==> config.mk <==
export PLATFORM = sky130hd
export DESIGN_NAME = txref_gen
export DESIGN_NICKNAME = d
export VERILOG_FILES = /design/src/rtl/txref_pkg.sv /design/src/rtl/txref_pos_counter.sv /design/src/rtl/txref_decode.sv /design/src/rtl/txref_gen.sv
export SDC_FILE = /design/constraint.sdc
export NUM_CORES = 1
export LEC_CHECK = 0
export BUFFER_PORTS_ARGS = -buffer_cell sky130_fd_sc_hd__buf_2
export CORE_MARGIN = 2
export CORE_UTILIZATION = 48
export DETAILED_ROUTE_END_ITERATION = 10
export GPL_TIMING_DRIVEN = 0
export HOLD_SLACK_MARGIN = 0.08
export PLACE_DENSITY = 0.77
export SLEW_MARGIN = 5
export SYNTH_ARGS = -nofsm -noshare
export SYNTH_HDL_FRONTEND = slang
export SYNTH_SLANG_ARGS = --single-unit
==> constraint.sdc <==
create_clock -name clk -period 2.03 [get_ports clk]
set_input_delay 0 -clock clk [delete_from_list [all_inputs] [get_ports clk]]
set_output_delay 0 -clock clk [all_outputs]
set_load 0.005 [all_outputs]
==> src/rtl/txref_pkg.sv <==
package txref_pkg;

    typedef struct packed {
        logic frame_n;
        logic gap_n;
        logic data;
    } ref_out_t;

    localparam ref_out_t REF_IDLE = '{frame_n: 1'b1, gap_n: 1'b1, data: 1'b0};

endpackage

==> src/rtl/txref_pos_counter.sv <==
module txref_pos_counter #(
    parameter int LEN_F0 = 848,
    parameter int LEN_F1 = 848,
    parameter int LEN_F2 = 1536,
    parameter int LEN_F3 = 1536,
    parameter int CW     = 11
) (
    input  logic          clk,
    input  logic          rst_n,
    input  logic          run,
    input  logic [1:0]    fmt_sel,
    output logic [CW-1:0] pos,
    output logic [1:0]    fmt_cur
);

    localparam logic [CW-1:0] LAST0 = CW'(LEN_F0 - 1);
    localparam logic [CW-1:0] LAST1 = CW'(LEN_F1 - 1);
    localparam logic [CW-1:0] LAST2 = CW'(LEN_F2 - 1);
    localparam logic [CW-1:0] LAST3 = CW'(LEN_F3 - 1);

    typedef struct packed {
        logic [CW-1:0] cnt;
        logic [1:0]    fmt;
    } cnt_state_t;

    cnt_state_t st_d, st_q;
    logic [CW-1:0] last_pos;

    always_comb begin
        case (st_q.fmt)
            2'd0:    last_pos = LAST0;
            2'd1:    last_pos = LAST1;
            2'd2:    last_pos = LAST2;
            default: last_pos = LAST3;
        endcase
    end

    always_comb begin
        st_d = st_q;
        if (!run) begin
            st_d.cnt = '0;
            st_d.fmt = fmt_sel;
        end else if (st_q.cnt == last_pos) begin
            st_d.cnt = '0;
            st_d.fmt = fmt_sel;
        end else begin
            st_d.cnt = st_q.cnt + 1'b1;
        end
    end

    always_ff @(posedge clk or negedge rst_n) begin
        if (!rst_n) begin
            st_q <= '{cnt: '0, fmt: 2'd0};
        end else begin
            st_q <= st_d;
        end
    end

    assign pos     = st_q.cnt;
    assign fmt_cur = st_q.fmt;

    // Position never leaves the frame of the format in force
    assert_pos_in_frame_R6: assert property (@(posedge clk) disable iff (!rst_n)
        st_q.cnt <= last_pos);

    // Format is only swapped when the position is back at the start
    assert_fmt_hold_R8: assert property (@(posedge clk) disable iff (!rst_n)
        (st_q.cnt != '0) |-> $stable(st_q.fmt));

endmodule

==> src/rtl/txref_decode.sv <==
module txref_decode #(
    parameter int                 CW      = 11,
    parameter int                 FAS_LEN = 10,
    parameter logic [FAS_LEN-1:0] FAS_PAT = 10'b1111010000,
    parameter int                 OVH_LEN = 12
) (
    input  logic [CW-1:0] pos,
    output logic          at_start,
    output logic          fas_one,
    output logic          in_ovh
);

    localparam logic [CW-1:0] OVH_END = CW'(OVH_LEN);

    logic [FAS_LEN-1:0] hit;

    // One comparator per framing bit; bit 1 of the frame is the MSB of the word
    for (genvar i = 0; i < FAS_LEN; i++) begin : g_fas
        assign hit[i] = (pos == CW'(i)) && FAS_PAT[FAS_LEN-1-i];
    end

    assign at_start = (pos == '0);
    assign fas_one  = |hit;
    assign in_ovh   = (pos < OVH_END);

endmodule

==> src/rtl/txref_gen.sv <==
module txref_gen
    import txref_pkg::*;
#(
    parameter int LEN_F0  = 848,
    parameter int LEN_F1  = 848,
    parameter int LEN_F2  = 1536,
    parameter int LEN_F3  = 1536,
    parameter int FAS_LEN = 10,
    parameter int OVH_LEN = 12
) (
    input  logic       clk,
    input  logic       rst_n,
    input  logic       serial_en,
    input  logic [1:0] fmt_sel,
    output logic       ref_clk,
    output logic       ref_frame_n,
    output logic       ref_gap_n,
    output logic       ref_data
);

    localparam int LEN_A  = (LEN_F0 > LEN_F1) ? LEN_F0 : LEN_F1;
    localparam int LEN_B  = (LEN_F2 > LEN_F3) ? LEN_F2 : LEN_F3;
    localparam int LEN_MX = (LEN_A > LEN_B) ? LEN_A : LEN_B;
    localparam int CW     = $clog2(LEN_MX);

    logic [CW-1:0] pos;
    logic [1:0]    fmt_cur;
    logic          at_start, fas_one, in_ovh;
    ref_out_t      out_d, out_q;

    txref_pos_counter #(
        .LEN_F0(LEN_F0), .LEN_F1(LEN_F1), .LEN_F2(LEN_F2), .LEN_F3(LEN_F3), .CW(CW)
    ) u_cnt (
        .clk    (clk),
        .rst_n  (rst_n),
        .run    (serial_en),
        .fmt_sel(fmt_sel),
        .pos    (pos),
        .fmt_cur(fmt_cur)
    );

    txref_decode #(
        .CW(CW), .FAS_LEN(FAS_LEN), .FAS_PAT(10'b1111010000), .OVH_LEN(OVH_LEN)
    ) u_dec (
        .pos     (pos),
        .at_start(at_start),
        .fas_one (fas_one),
        .in_ovh  (in_ovh)
    );

    always_comb begin
        out_d = REF_IDLE;
        if (serial_en) begin
            out_d.frame_n = !at_start;
            out_d.gap_n   = !in_ovh;
            out_d.data    = fas_one;
        end
    end

    always_ff @(posedge clk or negedge rst_n) begin
        if (!rst_n) begin
            out_q <= REF_IDLE;
        end else begin
            out_q <= out_d;
        end
    end

    assign ref_clk     = clk & serial_en;
    assign ref_frame_n = out_q.frame_n;
    assign ref_gap_n   = out_q.gap_n;
    assign ref_data    = out_q.data;

    // Start of frame is inside the overhead window
    assert_start_in_gap_R5: assert property (@(posedge clk) disable iff (!rst_n)
        !ref_frame_n |-> !ref_gap_n);

    // Framing ones only appear under the gap marker
    assert_data_in_gap_R4: assert property (@(posedge clk) disable iff (!rst_n)
        ref_data |-> !ref_gap_n);

    // Start pulse lasts a single bit
    assert_single_start_R3: assert property (@(posedge clk) disable iff (!rst_n)
        !ref_frame_n |=> ref_frame_n);

    // Disabled generator rests idle one cycle later
    assert_idle_when_off_R2: assert property (@(posedge clk) disable iff (!rst_n)
        !serial_en |=> (ref_frame_n && ref_gap_n && !ref_data));

    // Output path follows the counter position by one register
    assert_start_follows_pos_R10: assert property (@(posedge clk) disable iff (!rst_n)
        (serial_en && pos == '0) |=> !ref_frame_n);

    // fmt_cur is only observed through the counter; keep it referenced
    assert_fmt_known_R8: assert property (@(posedge clk) disable iff (!rst_n)
        !$isunknown(fmt_cur));

endmodule

# Yosys cells after proc, flatten, opt, wreduce, memory -nomap -nowiden
# Cells that the tools add are included.
totals:
  register_bits: 16
  out_inout_bits: 4
  elab_cells: 26
op_classes:
  addsub: 1
  order_cmp: 1
  eq_ne: 7
  mux: 5
  n_bitwise: 1
  n_reduce_logical: 6
ops:
  columns: ["cell", "n"]
  rows:
  - ["11-bit by 2-bit equality test with 1-bit output (second input constant)", 2]
  - ["11-bit two-way mux", 2]
  - ["13-bit two-way mux", 1]
  - ["11-bit by 1-bit adder with 11-bit output (second input constant)", 1]
  - ["11-bit by 1-bit equality test with 1-bit output (second input constant)", 1]
  - ["11-bit equality test", 1]
  - ["11-bit by 3-bit equality test with 1-bit output (second input constant)", 1]
  - ["11-bit zero test", 1]
  - ["11-bit by 4-bit less-than comparator with 1-bit output (second input constant)", 1]
  - ["5-bit OR reduction", 1]
  - ["3-bit two-way mux", 1]
  - ["2-bit by 1-bit equality test with 1-bit output (second input constant)", 1]
  - ["1-bit zero test", 2]
  - ["2-bit zero test", 1]
  - ["2-bit two-way mux", 1]
  - ["2-bit by 1-bit != test with 1-bit output (second input constant)", 1]
  - ["2-bit OR reduction", 1]
  - ["1-bit bitwise AND", 1]

# Depth between registers and ports, before layout
logic_depth:
  depth_word: 6
  mapped_depth: 6
  ltp_nobuf: 5

# Hierarchy
# From an unflattened synthesis, not the netlist that was laid out.
unflattened:
  cells_unflattened: 80
  hier_area_um2: 873.3
modules_own_cells:
  columns: ["mod", "n_inst", "cells_per_inst", "area_per_inst_um2"]
  rows:
  - ["txref_pos_counter", 1, 65, 711.9]
  - ["txref_gen", 1, 7, 97.6]
  - ["txref_decode", 1, 8, 63.8]

==> qor.yml <==
io_buffers: 7
hold_buffers: 4
die_area_um2: 2217
cts-resized-gates: 0
die_h_um: 47.08
grt_usage_pct: 19.70
antenna_cells: 0
total_power_uw: 659.8
routabilityCongestion: 0.8151
cp-endpoint: "u_cnt.pos[1]"
setup-violations-final: 0
synth_edf_count: 0
area_growth_pct: 17.42
r2r_slack_ps: 360
crit_path_end_kind: "flip-flop"
synth_top_area_share_pct: 36.52
drc_errors: 0
p_leak_nw: 0.4367
dominantRegCellSynth: "dfrtp_1"
drt_iter0_markers: 11
wl_mm: 1.635
worstMarginPinSlew_ps: 600.1
syn_area_um2: 890.9
initial_core_util_pct: 51.04
reg2reg_depth: 6
syn_nets: 97
synth_cell_types: 33
yosysSeqAreaShare_pct: 42.42
avgRoutedWirePerCell_um: 12.48
final_common_cell: "dfrtp_1"
synth_seq_cells: 15
path_max_fanout: 7
fin_setup_tns_ps: 0
vdd_drop_max_v: 0.0004613
rr_startpoint: "u_cnt.pos[0]"
top_layer_used: "met4"
power_density_nw_per_um2: 630.8
drv_slew: 0
ant_nets: 0
grt_max_degree: 14
synth_area_leader_cell: "dfrtp_1"
start_kind: "flip-flop"
min_path_type: "primary input to asynchronous set/reset pin"
wl_met1_um: 809
met3_length_um: 68
clock_latency_ps: 400
max_cap_violations: 0
dp_cells: 120
skew_ps: 6.480
dr.pass1.iters: 4
layout.nets: 116
io_pins: 9
finalHoldViolations: 0
die_w_um: 47.08
rows: 15
grt_pass1_vias: 691
crit_type: "flip-flop to flip-flop"
cts_tree: "done"
coreArea_um2: 1745
via_per_inst: 5.198
critPathArrivalTime_ps: 1960
dr_wl_met2_um: 706
dp_hpwl_mm: 1.125
synth.area.top_cells: "dfrtp_1 37%, dfstp_2 5.9%, ha_1 5.6%"
grt_first_pass_wirelength_mm: 2.884
ys_warn_count: 0
status: "completed"
antenna_found_initial: 0
gr-total-overflow: 0
slew_headroom_pct: 59.86
final_cell_mix: "13 x dfrtp_1, 7 x buf_2, 6 x nor3_1, 6 x nor3b_1, 6 x clkbuf_4"
via_count: 681
clk_pin_slew_worst_paths_ps: 90
stdcell_count: 131
r2r_end: "u_cnt.pos[1]"
post-route-min-period_ps: 1671
cp-startpoint: "u_cnt.pos[0]"
synthCells: 88
ys_async_sr_fraction_pct: 100.0
fmax_mhz: 598.5
finalCritPeriodShare_pct: 82.30
rsz0062_at_grt: "false"
cp.required_ps: 2320
post_cts_buffers: 0
avgSynthCellArea_um2: 10.12
drive_above_1_share_pct: 19.81
-- cells in the mapped netlist, types with 3 or more instances --
library cell  count
dfrtp_1          13
nor3_1            6
nor3b_1           6
inv_1             5
nand3_1           5
nor2_1            5
and2_1            4
ha_1              4
nand2_1           4
a21oi_1           3
xnor2_1           3
xor2_1            3
-- logic make-up after synthesis --
family | count (synthesis) | synth area share, %
adders and majority gates | 4 | 5.618
and+or+nand+nor | 42 | 30.76
buffers and inverters | 8 | 4.213
AOI/OAI and AO/OA | 13 | 11.10
xor gates and xnor gates | 6 | 5.900
DFF | 15 | 42.42
-- worst max-delay path, cell delays in order (launching register included) --
cell     delay [ps]
dfrtp_1         460
ha_1            230
and3_1          160
buf_4           140
nand3_4          90
o21ba_4         290
and3b_1         190
-- per-layer routing --
layer,GRT usage [%],up-vias
li1,-,345
met1,25.12,314
met2,27.67,15
met3,5.000,7
met4,16.67,0
met5,0,-
-- power by group --
group	internal, mW	switching (mW)	leakage, nW	total, mW
Sequential	0.313	0.0108	0.195	0.324
Clock	0.153	0.121	0.0362	0.274
Combinational	0.0301	0.0313	0.205	0.0613
Total	0.497	0.163	0.437	0.660
-- flip-flops by register name (all words and copies together), names as in the netlist --
name / flops
u_cnt.fmt_cur: 1
u_cnt.pos: 11
ref_frame_n: 1
ref_gap_n: 1
ref_data: 1
-- final cells by class --
cell class                      count  area [µm²]
Buffer                              3       18.77
Clock buffer                        8       53.80
Fill cell                         156       699.4
Inverter                            5       18.77
Multi-Input combinational cell     65       475.5
Sequential cell                    15       377.9
Tap cell                           25       31.28
Timing Repair Buffer               10       70.07
-- worst min path at each step --
stage	from	end	slack [ps]	cells after the start
after floorplan	rst_n	ref_data	-300	0
after global placement	rst_n	u_cnt.pos[0]	-90	1
after detailed placement	rst_n	u_cnt.pos[0]	-80	1
after CTS	rst_n	ref_frame_n	90	2
after global routing	rst_n	ref_frame_n	100	2
final	rst_n	ref_gap_n	100	2
-- metrics by stage --
step                      util, %  setup WS (ps)  hold slack, ps  area [µm²]
after floorplan                 -          491.2          -295.6       890.9
after global placement      54.84          378.9          -86.66       957.2
after detailed placement    54.84          379.4          -83.27       957.2
after CTS                   59.93          357.5           93.72        1046
after global routing        59.93          248.0           100.2        1046
final                       59.93          359.3           97.23        1046
Power figures use the tool's default switching activity.
